===== config.mk =====
export PLATFORM = sky130hd
export DESIGN_NAME = cfgLoader
export DESIGN_NICKNAME = d
export VERILOG_FILES = /design/src/rtl/cfgLoadPkg.sv /design/src/rtl/cfgShift.sv /design/src/rtl/cfgCtrl.sv /design/src/rtl/cfgLoader.sv
export SDC_FILE = /design/constraint.sdc
export NUM_CORES = 1
export LEC_CHECK = 0
export ABC_CLOCK_PERIOD_IN_PS = 2700
export CAP_MARGIN = 40
export CELL_PAD_IN_SITES_DETAIL_PLACEMENT = 0
export CELL_PAD_IN_SITES_GLOBAL_PLACEMENT = 2
export CORE_MARGIN = 4
export CORE_UTILIZATION = 34
export CTS_CLUSTER_DIAMETER = 150
export CTS_CLUSTER_SIZE = 30
export DETAILED_ROUTE_END_ITERATION = 8
export PLACE_DENSITY = 0.9
export SLEW_MARGIN = 20
export SYNTH_ARGS = -nofsm -noshare
export SYNTH_HDL_FRONTEND = slang
export SYNTH_SLANG_ARGS = --single-unit

===== constraint.sdc =====
create_clock -name clk -period 2.7 [get_ports clk]
set_input_delay 0.27 -clock clk [delete_from_list [all_inputs] [get_ports clk]]
set_output_delay 0.27 -clock clk [all_outputs]
set_load 0.05 [all_outputs]

===== src/rtl/cfgLoadPkg.sv =====
package cfgLoadPkg;
  typedef enum logic [1:0] {
    RES_OK        = 2'd0,
    RES_START_ERR = 2'd1,
    RES_CFG_ERR   = 2'd2
  } cfgResult_e;

  // Strobe from control to the serial datapath
  typedef struct packed {
    logic       load;
    logic [7:0] data;
  } shiftCmd_t;
endpackage


===== src/rtl/cfgShift.sv =====
module cfgShift
  import cfgLoadPkg::*;
#(
  parameter int SCK_DIV = 2
) (
  input  logic      clk,
  input  logic      rstN,
  input  shiftCmd_t cmd,
  output logic      sck,
  output logic      mosi,
  output logic      idle
);
  localparam int DIV_W = $clog2(SCK_DIV + 1);

  logic             active;
  logic [7:0]       shReg;
  logic [2:0]       bitCnt;
  logic [DIV_W-1:0] divCnt;

  always_ff @(posedge clk or negedge rstN) begin
    if (!rstN) begin
      active <= 1'b0;
      sck    <= 1'b0;
      shReg  <= '0;
      bitCnt <= '0;
      divCnt <= '0;
    end else if (cmd.load && !active) begin
      active <= 1'b1;
      sck    <= 1'b0;
      shReg  <= cmd.data;
      bitCnt <= '0;
      divCnt <= DIV_W'(SCK_DIV - 1);
    end else if (active) begin
      if (divCnt != '0) begin
        divCnt <= divCnt - 1'b1;
      end else begin
        divCnt <= DIV_W'(SCK_DIV - 1);
        if (!sck) begin
          sck <= 1'b1;
        end else begin
          // falling edge: the next bit is presented while sck is low
          sck <= 1'b0;
          if (bitCnt == 3'd7) begin
            active <= 1'b0;
            shReg  <= '0;
          end else begin
            bitCnt <= bitCnt + 1'b1;
            shReg  <= {shReg[6:0], 1'b0};
          end
        end
      end
    end
  end

  assign mosi = shReg[7];
  assign idle = !active;

  assert_load_when_idle_R6 : assert property (@(posedge clk) disable iff (!rstN)
    cmd.load |-> !active);
  assert_mosi_stable_high_R6 : assert property (@(posedge clk) disable iff (!rstN)
    (sck && $past(sck)) |-> $stable(mosi));
endmodule


===== src/rtl/cfgCtrl.sv =====
module cfgCtrl
  import cfgLoadPkg::*;
#(
  parameter int LEN_W       = 16,
  parameter int RST_CYC     = 25,
  parameter int WAIT_CYC    = 37500,
  parameter int PAD_BYTES   = 128,
  parameter int DUMMY_BYTES = 7
) (
  input  logic             clk,
  input  logic             rstN,
  input  logic             startPulse,
  input  logic [LEN_W-1:0] totalLen,
  input  logic [7:0]       byteData,
  input  logic             byteValid,
  output logic             byteReady,
  input  logic             cfgDone,
  input  logic             shIdle,
  output shiftCmd_t        cmd,
  output logic             csN,
  output logic             tgtRstN,
  output logic             busy,
  output logic             donePulse,
  output logic [1:0]       status,
  output logic [LEN_W-1:0] bytesUsed
);
  localparam int MAX_A = (RST_CYC > WAIT_CYC) ? RST_CYC : WAIT_CYC;
  localparam int MAX_B = (PAD_BYTES > DUMMY_BYTES) ? PAD_BYTES : DUMMY_BYTES;
  localparam int MAX_C = (MAX_A > MAX_B) ? MAX_A : MAX_B;
  localparam int CNT_W = $clog2(MAX_C + 1);

  typedef enum logic [3:0] {
    S_IDLE, S_SEL, S_RST, S_CHK, S_WAIT, S_STREAM, S_PAD, S_DUMMY, S_END
  } state_e;

  state_e           state;
  logic [CNT_W-1:0] cnt;
  logic [LEN_W-1:0] lenQ;
  cfgResult_e       resQ;

  always_comb begin
    byteReady = (state == S_STREAM) && shIdle && !cfgDone && (bytesUsed != lenQ);
    cmd       = '0;
    unique case (state)
      S_STREAM: if (byteValid && byteReady) begin
        cmd.load = 1'b1;
        cmd.data = byteData;
      end
      S_PAD:   cmd.load = shIdle && !cfgDone && (cnt < CNT_W'(PAD_BYTES));
      S_DUMMY: cmd.load = shIdle && (cnt < CNT_W'(DUMMY_BYTES));
      default: ;
    endcase
  end

  always_ff @(posedge clk or negedge rstN) begin
    if (!rstN) begin
      state     <= S_IDLE;
      cnt       <= '0;
      lenQ      <= '0;
      bytesUsed <= '0;
      resQ      <= RES_OK;
    end else begin
      unique case (state)
        S_IDLE: if (startPulse) begin
          state     <= S_SEL;
          lenQ      <= totalLen;
          bytesUsed <= '0;
          resQ      <= RES_OK;
        end
        S_SEL: begin
          state <= S_RST;
          cnt   <= '0;
        end
        S_RST:
          if (cnt == CNT_W'(RST_CYC - 1)) state <= S_CHK;
          else cnt <= cnt + 1'b1;
        S_CHK:
          if (cfgDone) begin
            state <= S_END;
            resQ  <= RES_START_ERR;
          end else begin
            state <= S_WAIT;
            cnt   <= '0;
          end
        S_WAIT:
          if (cnt == CNT_W'(WAIT_CYC - 1)) state <= S_STREAM;
          else cnt <= cnt + 1'b1;
        S_STREAM: if (shIdle) begin
          if (cfgDone) begin
            state <= S_DUMMY;
            cnt   <= '0;
          end else if (bytesUsed == lenQ) begin
            state <= S_PAD;
            cnt   <= '0;
          end else if (byteValid) begin
            bytesUsed <= bytesUsed + 1'b1;
          end
        end
        S_PAD: if (shIdle) begin
          if (cfgDone) begin
            state <= S_DUMMY;
            cnt   <= '0;
          end else if (cnt == CNT_W'(PAD_BYTES)) begin
            state <= S_END;
            resQ  <= RES_CFG_ERR;
          end else begin
            cnt <= cnt + 1'b1;
          end
        end
        S_DUMMY: if (shIdle) begin
          if (cnt == CNT_W'(DUMMY_BYTES)) state <= S_END;
          else cnt <= cnt + 1'b1;
        end
        S_END:   state <= S_IDLE;
        default: state <= S_IDLE;
      endcase
    end
  end

  assign csN       = (state == S_IDLE) || (state == S_END);
  assign tgtRstN   = (state != S_RST);
  assign busy      = (state != S_IDLE);
  assign donePulse = (state == S_END);
  assign status    = resQ;

  assert_cs_low_in_reset_R2 : assert property (@(posedge clk) disable iff (!rstN)
    !tgtRstN |-> !csN);
  assert_used_within_len_R7 : assert property (@(posedge clk) disable iff (!rstN)
    bytesUsed <= lenQ);
  assert_single_pulse_R11 : assert property (@(posedge clk) disable iff (!rstN)
    donePulse |=> (!donePulse && !busy));
  assert_no_take_when_done_R7 : assert property (@(posedge clk) disable iff (!rstN)
    cfgDone |-> !byteReady);
endmodule


===== src/rtl/cfgLoader.sv =====
module cfgLoader
  import cfgLoadPkg::*;
#(
  parameter int CLK_MHZ     = 125,
  parameter int RST_NS      = 200,
  parameter int WAIT_US     = 300,
  parameter int SCK_DIV     = 2,
  parameter int PAD_BYTES   = 128,
  parameter int DUMMY_BYTES = 7,
  parameter int LEN_W       = 16
) (
  input  logic             clk,
  input  logic             rstN,
  input  logic             startPulse,
  input  logic [LEN_W-1:0] totalLen,
  input  logic [7:0]       byteData,
  input  logic             byteValid,
  output logic             byteReady,
  output logic             cfgCsN,
  output logic             cfgRstN,
  output logic             cfgSck,
  output logic             cfgMosi,
  input  logic             cfgDone,
  output logic             busy,
  output logic             donePulse,
  output logic [1:0]       status,
  output logic [LEN_W-1:0] bytesUsed
);
  // waits rounded up to whole cycles
  localparam int RST_CYC  = (RST_NS * CLK_MHZ + 999) / 1000;
  localparam int WAIT_CYC = WAIT_US * CLK_MHZ;

  shiftCmd_t cmd;
  logic      shIdle;

  cfgCtrl #(
    .LEN_W(LEN_W), .RST_CYC(RST_CYC), .WAIT_CYC(WAIT_CYC),
    .PAD_BYTES(PAD_BYTES), .DUMMY_BYTES(DUMMY_BYTES)
  ) i_ctrl (
    .clk(clk), .rstN(rstN), .startPulse(startPulse), .totalLen(totalLen),
    .byteData(byteData), .byteValid(byteValid), .byteReady(byteReady),
    .cfgDone(cfgDone), .shIdle(shIdle), .cmd(cmd), .csN(cfgCsN),
    .tgtRstN(cfgRstN), .busy(busy), .donePulse(donePulse),
    .status(status), .bytesUsed(bytesUsed)
  );

  cfgShift #(.SCK_DIV(SCK_DIV)) i_shift (
    .clk(clk), .rstN(rstN), .cmd(cmd),
    .sck(cfgSck), .mosi(cfgMosi), .idle(shIdle)
  );

  assert_sck_low_deselected_R1 : assert property (@(posedge clk) disable iff (!rstN)
    cfgCsN |-> !cfgSck);
endmodule


# After elaboration in Yosys (flattened, before gate mapping)
# Index checks and enable logic that the tools add are counted.
word_totals:
  ff_bits: 69
  input_bits: 29
  output_inout_bits: 25
  wordCells: 143
op_classes:
  addsub: 4
  n_lt_le_gt_ge: 2
  eq_ne: 38
  muxes: 62
  reduce_logical: 27
op_table:
  columns: ["cell", "n"]
  rows:
  - ["16-bit 2-to-1 mux", 16]
  - ["16-bit one-hot mux with 7 select lines", 1]
  - ["4-bit 2-to-1 mux", 12]
  - ["8-bit 2-to-1 mux", 6]
  - ["16-bit by 1-bit adder with 16-bit output, second input constant", 2]
  - ["16-bit one-hot mux with 2 select lines", 1]
  - ["4-bit one-hot mux with 8 select lines", 1]
  - ["2-bit != test, second input constant", 13]
  - ["16-bit == test", 1]
  - ["16-bit == test, second input constant", 1]
  - ["16-bit by 3-bit == test with 1-bit output, second input constant", 1]
  - ["16-bit by 5-bit == test with 1-bit output, second input constant", 1]
  - ["16-bit by 8-bit == test with 1-bit output, second input constant", 1]
  - ["4-bit by 3-bit == test with 1-bit output, second input constant", 4]
  - ["16-bit by 3-bit < comparator with 1-bit output, second input constant", 1]
  - ["16-bit by 8-bit < comparator with 1-bit output, second input constant", 1]
  - ["2-bit 2-to-1 mux", 8]
  - ["16-bit != test", 1]
  - ["3-bit 2-to-1 mux", 5]
  - ["2-bit by 1-bit != test with 1-bit output, second input constant", 6]
  - ["6-bit AND reduction", 2]
  - ["10-bit AND reduction", 1]
  - ["1-bit 2-to-1 mux", 9]
  - ["9-bit 2-to-1 mux", 1]
  - ["other kinds (23)", 37]

# Longest topological paths before layout
# Gate-level depths: netlist of the first run.
depth:
  ltp_word: 10
  depth_mapped: 9
  ltp_nobuf: 8

# Cells and area by module
# A second synthesis of the first run with hierarchy kept.
hier_totals:
  hier_cells: 452
  area_unflattened_um2: 4057.6
by_module_without_submodules:
  columns: ["mod", "n_inst", "cells_each", "area_per_inst_um2", "seq_area_each_um2"]
  rows:
  - ["cfgCtrl", 1, 385, 3280.6, 1351.3]
  - ["cfgShift", 1, 67, 777.0, 375.4]

# Worst setup path before layout of the first run
# OpenSTA, ideal clock, no wires.
synth_timing:
  kind: "reg2reg"
  from: "reg i_ctrl.state[0]"
  to: "reg i_ctrl.cnt[11]"
  setup_ps: 110
  arrival_time_ps: 2569
  required_ps: 2590
  slack_ps: 21
  stages_incl_launch_ff: 8
  n_path_buf: 2
  synth_period_minus_slack_ps: 2679
  path_cell_list: "dfrtp_1 buf_4 nor3_1 or4_1 a311o_1 clkbuf_1 o31ai_1 o41ai_1"
synth_between:
  elab_chain_len: 3
  elab_cells_between_ends: 19
  classes_between: "eq/ne (16); mux (1); reduce/logical (2)"
synth_rtl:
  columns: ["item", "line_no", "source"]
  rows:
  - ["from (decl)", "cfgCtrl.sv:36", "state_e state;"]
  - ["from (signal assigned)", "cfgCtrl.sv:57", "state <= S_IDLE;"]
  - ["from (signal assigned)", "cfgCtrl.sv:65", "state <= S_SEL;"]
  - ["from (signal assigned)", "cfgCtrl.sv:71", "state <= S_RST;"]
  - ["4-bit by 1-bit == test with 1-bit output (tied with other cells)", "cfgCtrl.sv:63", "unique case (state)"]
  - ["7-bit nonzero test (no line) (tied with other cells)", null, null]
  - ["10-bit AND reduction (no line)", null, null]
  - ["to (signal assigned)", "cfgCtrl.sv:76", "else cnt <= cnt + 1'b1;"]
  - ["to (signal assigned)", "cfgCtrl.sv:87", "else cnt <= cnt + 1'b1;"]
  - ["to (signal assigned)", "cfgCtrl.sv:107", "cnt <= cnt + 1'b1;"]
  - ["to (decl)", "cfgCtrl.sv:37", "logic [CNT_W-1:0] cnt;"]
# Several ways; a longest one is shown, not always the timed one.
# A chain may end at the register's enable or synchronous reset.

# Worst setup path in the final report of the first run
layout_timing:
  from: "reg i_ctrl.state[1]"
  to: "out cfgRstN"
layout_between:
  elab_chain_len: 1
layout_rtl:
  columns: ["item", "line_no", "source"]
  rows:
  - ["4-bit by 2-bit != test with 1-bit output", "cfgCtrl.sv:121", "assign tgtRstN = (state != S_RST);"]
  - ["to (decl)", "cfgLoader.sv:20", "output logic cfgRstN,"]
# No other way between the ends.

==> run_results.csv, run 1 <==
group,metric,value,unit
yosys,synth.area.top_cells,"dfrtp_1, nand2_1, o31ai_1",
sta,tightest_slew,720,ps
cts,clk_pin_slew,50,ps
placed_design,place_ws,114,ps
sta,min_period_over_period,92.9,%
cts,cts.root.buffer_cell,"clkbuf_16",
routing,drt_pre_antenna_iters,4,
yosys,ys_warn_count,0,
die,num_rows,39,
routing,via_per_inst,5.40,
sta,drv_slew,0,
worst_setup_path,startpoint_type,"flop",
power_and_ir_drop,cellLeakagePower,2.30,nW
worst_hold_path,worstHoldPathType,"input port to flop",
sta,setup_ws,191,ps
sta,setup_tns,0,ps
yosys,ys_seq_elements,69,
cts,cts_num_sinks,69,
worst_setup_path,crit_required,2430,ps
worst_setup_path,crit_buf_inv,4,
cts,htreeDepth,3,
global_route,grt_max_degree,40,
die,start_util,34.8,%
sta,rsz0062_at_grt,"false",
worst_setup_path,path_delay_family,"buffers and inverters",
run,maxCapViolCount,0,
outcome,outcome,"finished clean",
cts,clock_path_buffers,2,
yosys,synthArstFlopShare,100,%
die,die_h,116,um
routing,antenna_left,0,
power_and_ir_drop,power.density,932,mW/mm^2
global_route,grt_pass1_vias,3611,
finish,seq_area,0.00173,mm^2
placed_design,dp_cells,651,
finish,fin_cells,666,
die,ios,54,
worst_setup_path,max_stage_delay,700,ps
finish,fin_util,44.4,%
finish,nNetsFinal,554,
sta,finalClockSkew,6.98,ps
worst_setup_path,cp_data_arrival_time,2240,ps
power_and_ir_drop,vdd_drop_max,0.424,mV
die,dieArea,0.0135,mm^2
global_route,antenna_found_initial,0,
worst_setup_path,end_kind,"output port",
worst_setup_path,crit_path_top_delay_cell,"clkdlybuf4s50_1",
finish,fillCellCount,1150,
placed_design,io_buffer_count,53,
routing,drtIter0Drc,253,
worst_setup_path,critPathMaxFanout,9,
worst_setup_path,rrSetupSlack,240,ps
finish,final_layout_size_suffix_gt1_share,10.7,%
placed_design,hpwl,7730,um
cts,cts_buffers,9,
routing,wire_per_inst,16.0,um
die,dieWidth,116,um
worst_setup_path,crit_type,"flop to output port",
sta,finalHoldViolCount,0,
global_route,overflow,0,
finish,multi_input_area,0.00212,mm^2
sta,period_needed,2510,ps
finish,syn_to_final_growth,27.5,%
global_route,globalRouteTotalUtil,16.9,%
worst_setup_path,worstPathCellList,"buf_4 -> nor4b_1 -> buf_4 -> inv_1 -> clkdlybuf4s50_1",
yosys,yosysTopAreaCell,"dfrtp_1",
yosys,synth_top_area_share,43.5,%
placed_design,gp_congestion,0.808,
worst_setup_path,crit_top_cell,"buf_4",
cts,tritoncts,"built",
routing,routed_wl,10600,um
die,core,0.0114,mm^2
yosys,syn_avg_cell_area,8.83,um^2
routing,drc_errors,0,
cts,post_cts_buffers,0,
routing,num_vias,3595,
sta,slew_headroom,51.7,%
finish,diodes,0,
cts,clk_latency,320,ps
sta,fmax,0.399,GHz
sta,whs,478,ps
yosys,seq_area_frac_synth,43.5,%
global_route,grt_pass1_wl,18200,um
sta,final-setup-viol-count,0,
yosys,synth_cells,450,
yosys,ys.flop_type,"dfrtp_1",
yosys,synthDistinctLibCells,49,
yosys,synth_enable_flop_cells,0,
yosys,netlist_area,0.00397,mm^2
yosys,syn_nets,484,
[what timing repair did]
item,4_1_cts,5_1_grt
hold buffers,1,0
endpoints found under the hold margin,30,0
gates resized for setup,0,0
setup endpoints to repair,0,0
[final timing paths]
check | from | end | cells after the start
hold / removal | totalLen[14] | i_ctrl.lenQ[14] | 3
setup reg to reg | i_ctrl.state[2] | i_ctrl.bytesUsed[12] | 7
hold reg to reg | i_shift.shReg[6] | i_shift.shReg[7] | 2
max in group asynchronous | rstN | i_ctrl.cnt[5] | 4
setup / recovery | i_ctrl.state[1] | cfgRstN | 5
min in group asynchronous | rstN | i_ctrl.lenQ[12] | 3
[flip-flops by register name, summed over array words and instances, names as in the netlist]
name / flops
i_shift.divCnt: 2
i_shift.shReg: 8
i_shift.bitCnt: 3
i_ctrl.state: 4
i_ctrl.cnt: 16
i_ctrl.status: 2
i_shift.active: 1
i_ctrl.lenQ: 16
i_shift.sck: 1
i_ctrl.bytesUsed: 16
[worst min-delay path, stage by stage]
cell and delay [ps]:
clkdlybuf4s50_1 400, nand2_1 50, nand2_1 40
[cells by family (layout without fill, tap and decap cells)]
logic type / count (synthesis) / in the layout / share of synthesized area (%)
and+or+nand+nor: 223 / 223 / 27.9
AOI/OAI and AO/OA: 96 / 96 / 17.6
DFF: 69 / 69 / 43.5
buffers and inverters: 30 / 103 / 3.31
xor gates and xnor gates: 21 / 21 / 4.63
muxes: 6 / 6 / 1.57
adders and majority gates: 5 / 5 / 1.57
[routing by layer]
metal	wire length [um]	global-route usage (%)
met1	4940	22.4
met5	0	0
met3	480	3.11
met4	158	5.34
met2	5070	28.2
[through the flow]
step | total power, mW | cell area, um^2
floorplan | 3.03 | 3970
global placement | 3.68 | 4790
detailed placement | 3.72 | 4810
CTS | 4.76 | 5060
global route | 5.09 | 5060
finish | 4.72 | 5060
[final cells by class]
cell class / instances / share of cell area [%]
multi-input combinational: 351 / 41.9
sequential: 69 / 34.1
timing repair buffer: 81 / 15.0
clock buffer: 11 / 4.59
tap: 143 / 3.53
inverter: 8 / 0.593
clock inverter: 3 / 0.296
[placed cells by master (no fill, tap or decap), types with 3 or more instances in the layout]
| cell type | synthesis | routed |
|---|---|---|
| nand2_1 | 91 | 91 |
| dfrtp_1 | 69 | 69 |
| clkdlybuf4s50_1 | 0 | 51 |
| buf_4 | 1 | 26 |
| nor2_1 | 25 | 25 |
| nand3_1 | 23 | 23 |
| o31ai_1 | 23 | 23 |
| a21oi_1 | 22 | 22 |
| xor2_1 | 17 | 17 |
| nor4_1 | 11 | 11 |
| and3_1 | 11 | 11 |
| nor2b_1 | 9 | 9 |
| clkbuf_16 | 0 | 9 |
| inv_1 | 8 | 8 |
| nand2b_1 | 8 | 8 |
| o31ai_2 | 8 | 8 |
| o21ai_0 | 8 | 8 |
| nor3_1 | 8 | 7 |
| or4_1 | 7 | 7 |
| nand4_1 | 5 | 5 |
| and2_1 | 5 | 5 |
| and4_1 | 5 | 5 |
| or3_1 | 5 | 5 |
| a22oi_1 | 5 | 5 |
| a31oi_1 | 5 | 5 |
| ha_1 | 5 | 5 |
| o41ai_1 | 4 | 4 |
| nor3b_1 | 4 | 4 |
| xnor2_1 | 4 | 4 |
| mux2i_1 | 4 | 4 |
| o211ai_1 | 3 | 3 |
| a22o_1 | 3 | 3 |
| clkinv_2 | 0 | 3 |
[synth_stat cells, drive strengths merged (9+ instances only)]
master / number
a21oi: 22
and3: 11
clkbuf: 19
dfrtp: 69
nand2: 91
nand3: 23
nor2: 26
nor2b: 9
nor4: 11
o21ai: 9
o31ai: 31
xor2: 17
[report_power, final]
part / switching [mW] / total [mW] / internal, mW
clock: 0.406 / 1.01 / 0.606
combinational: 1.29 / 2.15 / 0.853
sequential: 0.255 / 1.56 / 1.30
total: 1.96 / 4.72 / 2.76
Note: power is estimated with default switching activity, not from simulation.
==> run 2: changes to the inputs <==
--- a/config.mk
+++ b/config.mk
@@ -9,7 +9,7 @@
 export CAP_MARGIN = 40
 export CELL_PAD_IN_SITES_DETAIL_PLACEMENT = 0
 export CELL_PAD_IN_SITES_GLOBAL_PLACEMENT = 2
-export CORE_MARGIN = 4
+export CORE_MARGIN = 10
 export CORE_UTILIZATION = 34
 export CTS_CLUSTER_DIAMETER = 150
 export CTS_CLUSTER_SIZE = 30
==> run_results.csv, run 2 (synthesized netlist as in run 1, its figures left out) <==
group,metric,value,unit
outcome,outcome,"finished clean",
cts,cts_buffers,9,
sta,rsz0062_at_grt,"false",
routing,drtIter0Drc,339,
cts,clk_pin_slew,60,ps
finish,diodes,0,
finish,nNetsFinal,553,
cts,htreeDepth,3,
die,dieWidth,128,um
global_route,overflow,0,
sta,drv_slew,0,
routing,drc_errors,0,
placed_design,hpwl,7950,um
die,core,0.0114,mm^2
power_and_ir_drop,cellLeakagePower,2.32,nW
worst_setup_path,reg2regPathDepth,6,
power_and_ir_drop,p_seq_share,32.1,%
cts,clk_latency,340,ps
worst_setup_path,cp_data_arrival_time,2240,ps
sta,finalHoldViolCount,0,
die,ios,54,
worst_setup_path,crit_type,"flop to output port",
cts,post_cts_buffers,0,
routing,wire_per_inst,16.3,um
power_and_ir_drop,p_comb_share,43.7,%
placed_design,io_buffer_count,53,
worst_hold_path,worstHoldPathType,"input port to flop",
worst_setup_path,crit_required,2430,ps
power_and_ir_drop,p_sw,1.98,mW
routing,num_vias,3565,
die,start_util,34.8,%
sta,period_needed,2510,ps
sta,final-setup-viol-count,0,
finish,layout_commonest_cell,"nand2_1",
power_and_ir_drop,p_int,2.88,mW
routing,routed_wl,10900,um
worst_setup_path,startpoint_type,"flop",
routing,drt_pre_antenna_iters,4,
power_and_ir_drop,power.density,953,mW/mm^2
sta,finalClockSkew,11.6,ps
die,die_h,128,um
cts,tritoncts,"built",
power_and_ir_drop,vdd_drop_max,0.444,mV
worst_setup_path,end_kind,"output port",
global_route,globalRouteTotalUtil,13.6,%
global_route,grt_pass1_vias,3642,
worst_hold_path,worstHoldPathCells,3,
global_route,grt_pass1_wl,18600,um
cts,cts_num_sinks,69,
placed_design,gp_congestion,0.801,
sta,min_period_over_period,93.1,%
finish,syn_to_final_growth,28.4,%
global_route,antenna_found_initial,0,
cts,clock_path_buffers,2,
power_and_ir_drop,switching_share,40.8,%
sta,fmax,0.398,GHz
finish,reg.largest.list,"i_ctrl.bytesUsed (16), i_ctrl.cnt (16), i_ctrl.lenQ (16)",
worst_setup_path,critPathMaxFanout,10,
sta,tightest_slew,576,ps
die,num_rows,39,
global_route,grt_max_degree,38,
sta,slew_headroom,61.6,%
routing,antenna_left,0,
die,dieArea,0.0164,mm^2
power_and_ir_drop,p_clk_share,24.2,%
sta,whs,453,ps
run,maxCapViolCount,0,
sta,setup_tns,0,ps
finish,final_cell_mix,"nand2_1, dfrtp_1, clkdlybuf4s50_1",
routing,via_per_inst,5.34,
cts,cts.root.buffer_cell,"clkbuf_16",
finish,final_layout_size_suffix_gt1_share,10.9,%
-- run 2: cell count changes in the layout (fill, tap and decap cells not counted), sizes merged --
cell,change
clkinv,-1
buf,-1
clkinvlp,+1
bufinv,+1
clkbuf,+1
-- run 2: final timing paths --
kind / startpoint / to / slack, ps
max: i_ctrl.state[1] / cfgRstN / 190
max reg2reg: i_ctrl.bytesUsed[12] / i_ctrl.cnt[11] / 220
min reg2reg: i_shift.shReg[6] / i_shift.shReg[7] / 500
min in group asynchronous: rstN / i_ctrl.lenQ[14] / 490
min: totalLen[14] / i_ctrl.lenQ[14] / 450
max in group asynchronous: rstN / i_ctrl.cnt[0] / 1640
-- run 2: metrics by stage --
stage | instances | cell area, um^2 | setup WS, ps | power (mW) | util (%)
after floorplan | 450 | 3970 | 20.6 | 3.03 | -
after global placement | 649 | 4780 | 156 | 3.66 | 41.9
after detailed placement | 650 | 4800 | 88.9 | 3.70 | 42.0
after CTS | 667 | 5100 | 148 | 4.90 | 44.7
after global routing | 667 | 5100 | 27.6 | 5.22 | 44.7
final | 667 | 5100 | 187 | 4.86 | 44.7
-- run 2: area by class of cell --
class                   count  area (um^2)
clock buffers              12          246
well taps                 143          179
clock inverters             4         47.5
repair buffers             80          753
fillers                  1108         6310
inverters                   8         30.0
multi-input cells         351         2120
flip-flops and latches     69         1730
-- run 2: routing by layer --
metal	track usage [%]	vias to the layer above	share of wire, %
met5	0	-	0
met4	6.29	0	1.3
met3	2.69	10	4.2
met2	21.1	56	46
met1	17.9	1729	48
li1	-	1770	-
-- run 2: timing repair --
item | in CTS | in global routing
hold buffers | 1 | 0
hold endpoints to repair | 32 | 0
resized for setup | 0 | 0
-- run 2: power by group through the flow --
stage | sequential (mW) | combinational, mW | clock [mW]
after global placement | 1.57 | 2.09 | 0
after floorplan | 1.64 | 1.39 | 0
final | 1.56 | 2.13 | 1.18
after detailed placement | 1.58 | 2.12 | 0
after global routing | 1.61 | 2.37 | 1.25
after CTS | 1.56 | 2.14 | 1.20
-- run 2: critical path: stages, from the launching register on --
cell,delay [ps]
dfrtp_1,530
buf_4,200
nor4b_1,240
buf_4,180
inv_1,50
clkdlybuf4s50_1,700
==> run 3: changes to the inputs <==
--- a/config.mk
+++ b/config.mk
@@ -9,13 +9,14 @@
 export CAP_MARGIN = 40
 export CELL_PAD_IN_SITES_DETAIL_PLACEMENT = 0
 export CELL_PAD_IN_SITES_GLOBAL_PLACEMENT = 2
+export CORE_ASPECT_RATIO = 1.5
 export CORE_MARGIN = 10
 export CORE_UTILIZATION = 34
 export CTS_CLUSTER_DIAMETER = 150
 export CTS_CLUSTER_SIZE = 30
 export DETAILED_ROUTE_END_ITERATION = 8
 export PLACE_DENSITY = 0.9
-export SLEW_MARGIN = 20
+export SETUP_SLACK_MARGIN = 0.1
 export SYNTH_ARGS = -nofsm -noshare
 export SYNTH_HDL_FRONTEND = slang
 export SYNTH_SLANG_ARGS = --single-unit
==> run_results.csv, run 3 (synthesized netlist as in run 1, its figures left out) <==
group,metric,value,unit
routing,drt_pre_antenna_iters,4,
die,dieWidth,108,um
routing,via_per_inst,5.39,
power_and_ir_drop,cellLeakagePower,2.29,nW
placed_design,gp_congestion,0.797,
global_route,antenna_found_initial,0,
cts,clk_latency,330,ps
finish,multi_input_area,0.00213,mm^2
power_and_ir_drop,power.density,940,mW/mm^2
sta,period_needed,2440,ps
sta,finalClockSkew,6.01,ps
routing,routed_wl,11400,um
finish,fillCellCount,1125,
cts,htreeDepth,3,
worst_hold_path,worstHoldPathType,"input port to async pin",
worst_setup_path,r2r-end,"i_ctrl.cnt[13]",
worst_setup_path,reg2regPathDepth,7,
routing,antenna_left,0,
worst_setup_path,startpoint_type,"flop",
sta,setup_tns,0,ps
finish,final_layout_size_suffix_gt1_share,11.5,%
worst_setup_path,worstPathCellList,"nor2_2 -> nor2_1 -> or4_1 -> a311o_1 -> buf_4 -> or3_1 -> o31ai_1",
finish,final_cell_mix,"nand2_1, dfrtp_1, clkdlybuf4s50_1",
die,ios,54,
placed_design,hpwl,8540,um
worst_setup_path,end_kind,"flop",
finish,syn_to_final_growth,28.1,%
sta,final-setup-viol-count,0,
worst_setup_path,crit_type,"flop to flop",
power_and_ir_drop,vdd_drop_max,0.358,mV
sta,slew_headroom,58.9,%
worst_setup_path,r2r_start,"i_ctrl.state[1]",
die,core,0.0115,mm^2
die,die_h,152,um
finish,diodes,0,
cts,tritoncts,"built",
finish,nNetsFinal,551,
global_route,overflow,0,
sta,tightest_slew,617,ps
routing,num_vias,3620,
cts,post_cts_buffers,0,
cts,cts.root.buffer_cell,"clkbuf_16",
cts,cts_buffers,9,
cts,cts_num_sinks,69,
sta,fmax,0.411,GHz
placed_design,io_buffer_count,53,
die,num_rows,48,
global_route,grt_pass1_wl,18900,um
worst_setup_path,rrSetupSlack,260,ps
routing,drtIter0Drc,134,
worst_setup_path,crit_path_top_delay_cell,"dfrtp_1",
worst_setup_path,crit_required,2940,ps
worst_setup_path,critPathMaxFanout,16,
worst_setup_path,path_delay_family,"simple AND/OR/NAND/NOR gates",
global_route,grt_pass1_vias,3705,
routing,wire_per_inst,17.0,um
cts,clock_path_buffers,2,
global_route,grt_use_met2,25.3,%
die,dieArea,0.0165,mm^2
sta,drv_slew,0,
sta,min_period_over_period,90.2,%
global_route,grt_util_met1,15.1,%
global_route,top_usage_layer,"met2",
power_and_ir_drop,total_power,4.79,mW
worst_setup_path,max_stage_delay,480,ps
sta,rsz0062_at_grt,"false",
finish,layout_commonest_cell,"nand2_1",
worst_setup_path,crit_buf_inv,1,
finish,reg.largest.list,"i_ctrl.bytesUsed (16), i_ctrl.cnt (16), i_ctrl.lenQ (16)",
finish,seq_area,0.00173,mm^2
sta,finalHoldViolCount,0,
global_route,grt_max_degree,55,
global_route,globalRouteTotalUtil,14.2,%
global_route,use_met3,2.88,%
worst_setup_path,cp_data_arrival_time,2670,ps
cts,clk_pin_slew,60,ps
run,maxCapViolCount,0,
outcome,outcome,"finished clean",
routing,drc_errors,0,
die,start_util,34.6,%
-- run 3: worst max-delay path by stage --
stage	start	end	slack, ps	depth (start not counted)
after CTS	i_ctrl.bytesUsed[13]	i_ctrl.cnt[5]	180	6
after global placement	cfgDone	i_ctrl.cnt[13]	90	8
after detailed placement	cfgDone	i_ctrl.cnt[13]	90	8
final	i_ctrl.state[1]	i_ctrl.cnt[13]	260	7
after floorplan	i_ctrl.bytesUsed[12]	i_ctrl.cnt[12]	150	8
after global routing	i_ctrl.state[1]	i_ctrl.cnt[13]	100	7
-- run 3: tightest hold or removal path: stages --
cell	delay, ps
dlygate4sd3_1	520
buf_2	90
buf_4	250
-- run 3: stage by stage --
step                utilization [%]  cells  hold WS, ps  area, um^2  setup slack [ps]
floorplan                         -    450        -25.6        3980               146
global placement               41.7    654          474        4780              94.7
detailed placement             41.9    655          240        4810              92.5
CTS                            44.3    672          425        5080               185
global route                   44.4    672          472        5090               103
finish                         44.4    672          422        5090               265
-- run 3: routing by layer --
metal	up-vias	share of wire, %
met5	-	0
met4	0	3.2
met3	18	4.3
met2	91	53
met1	1747	40
li1	1764	-
-- run 3: layout make-up --
cell class              count  share of cell area [%]
flip-flops and latches     69                    33.9
multi-input cells         351                    41.9
clock inverters             7                   0.836
well taps                 150                    3.69
clock buffers               9                    4.42
inverters                   8                   0.590
repair buffers             78                    14.6
-- run 3: power breakdown --
group | switching, mW | internal, mW
clock network | 0.450 | 0.614
registers | 0.248 | 1.31
logic | 1.32 | 0.853
-- run 3: timing repair --
| item | CTS | global route |
|---|---|---|
| setup endpoints to repair | 0 | 2 |
| resized for setup | 0 | 2 |
| hold buffers | 1 | 0 |
| endpoints found under the hold margin | 15 | 0 |
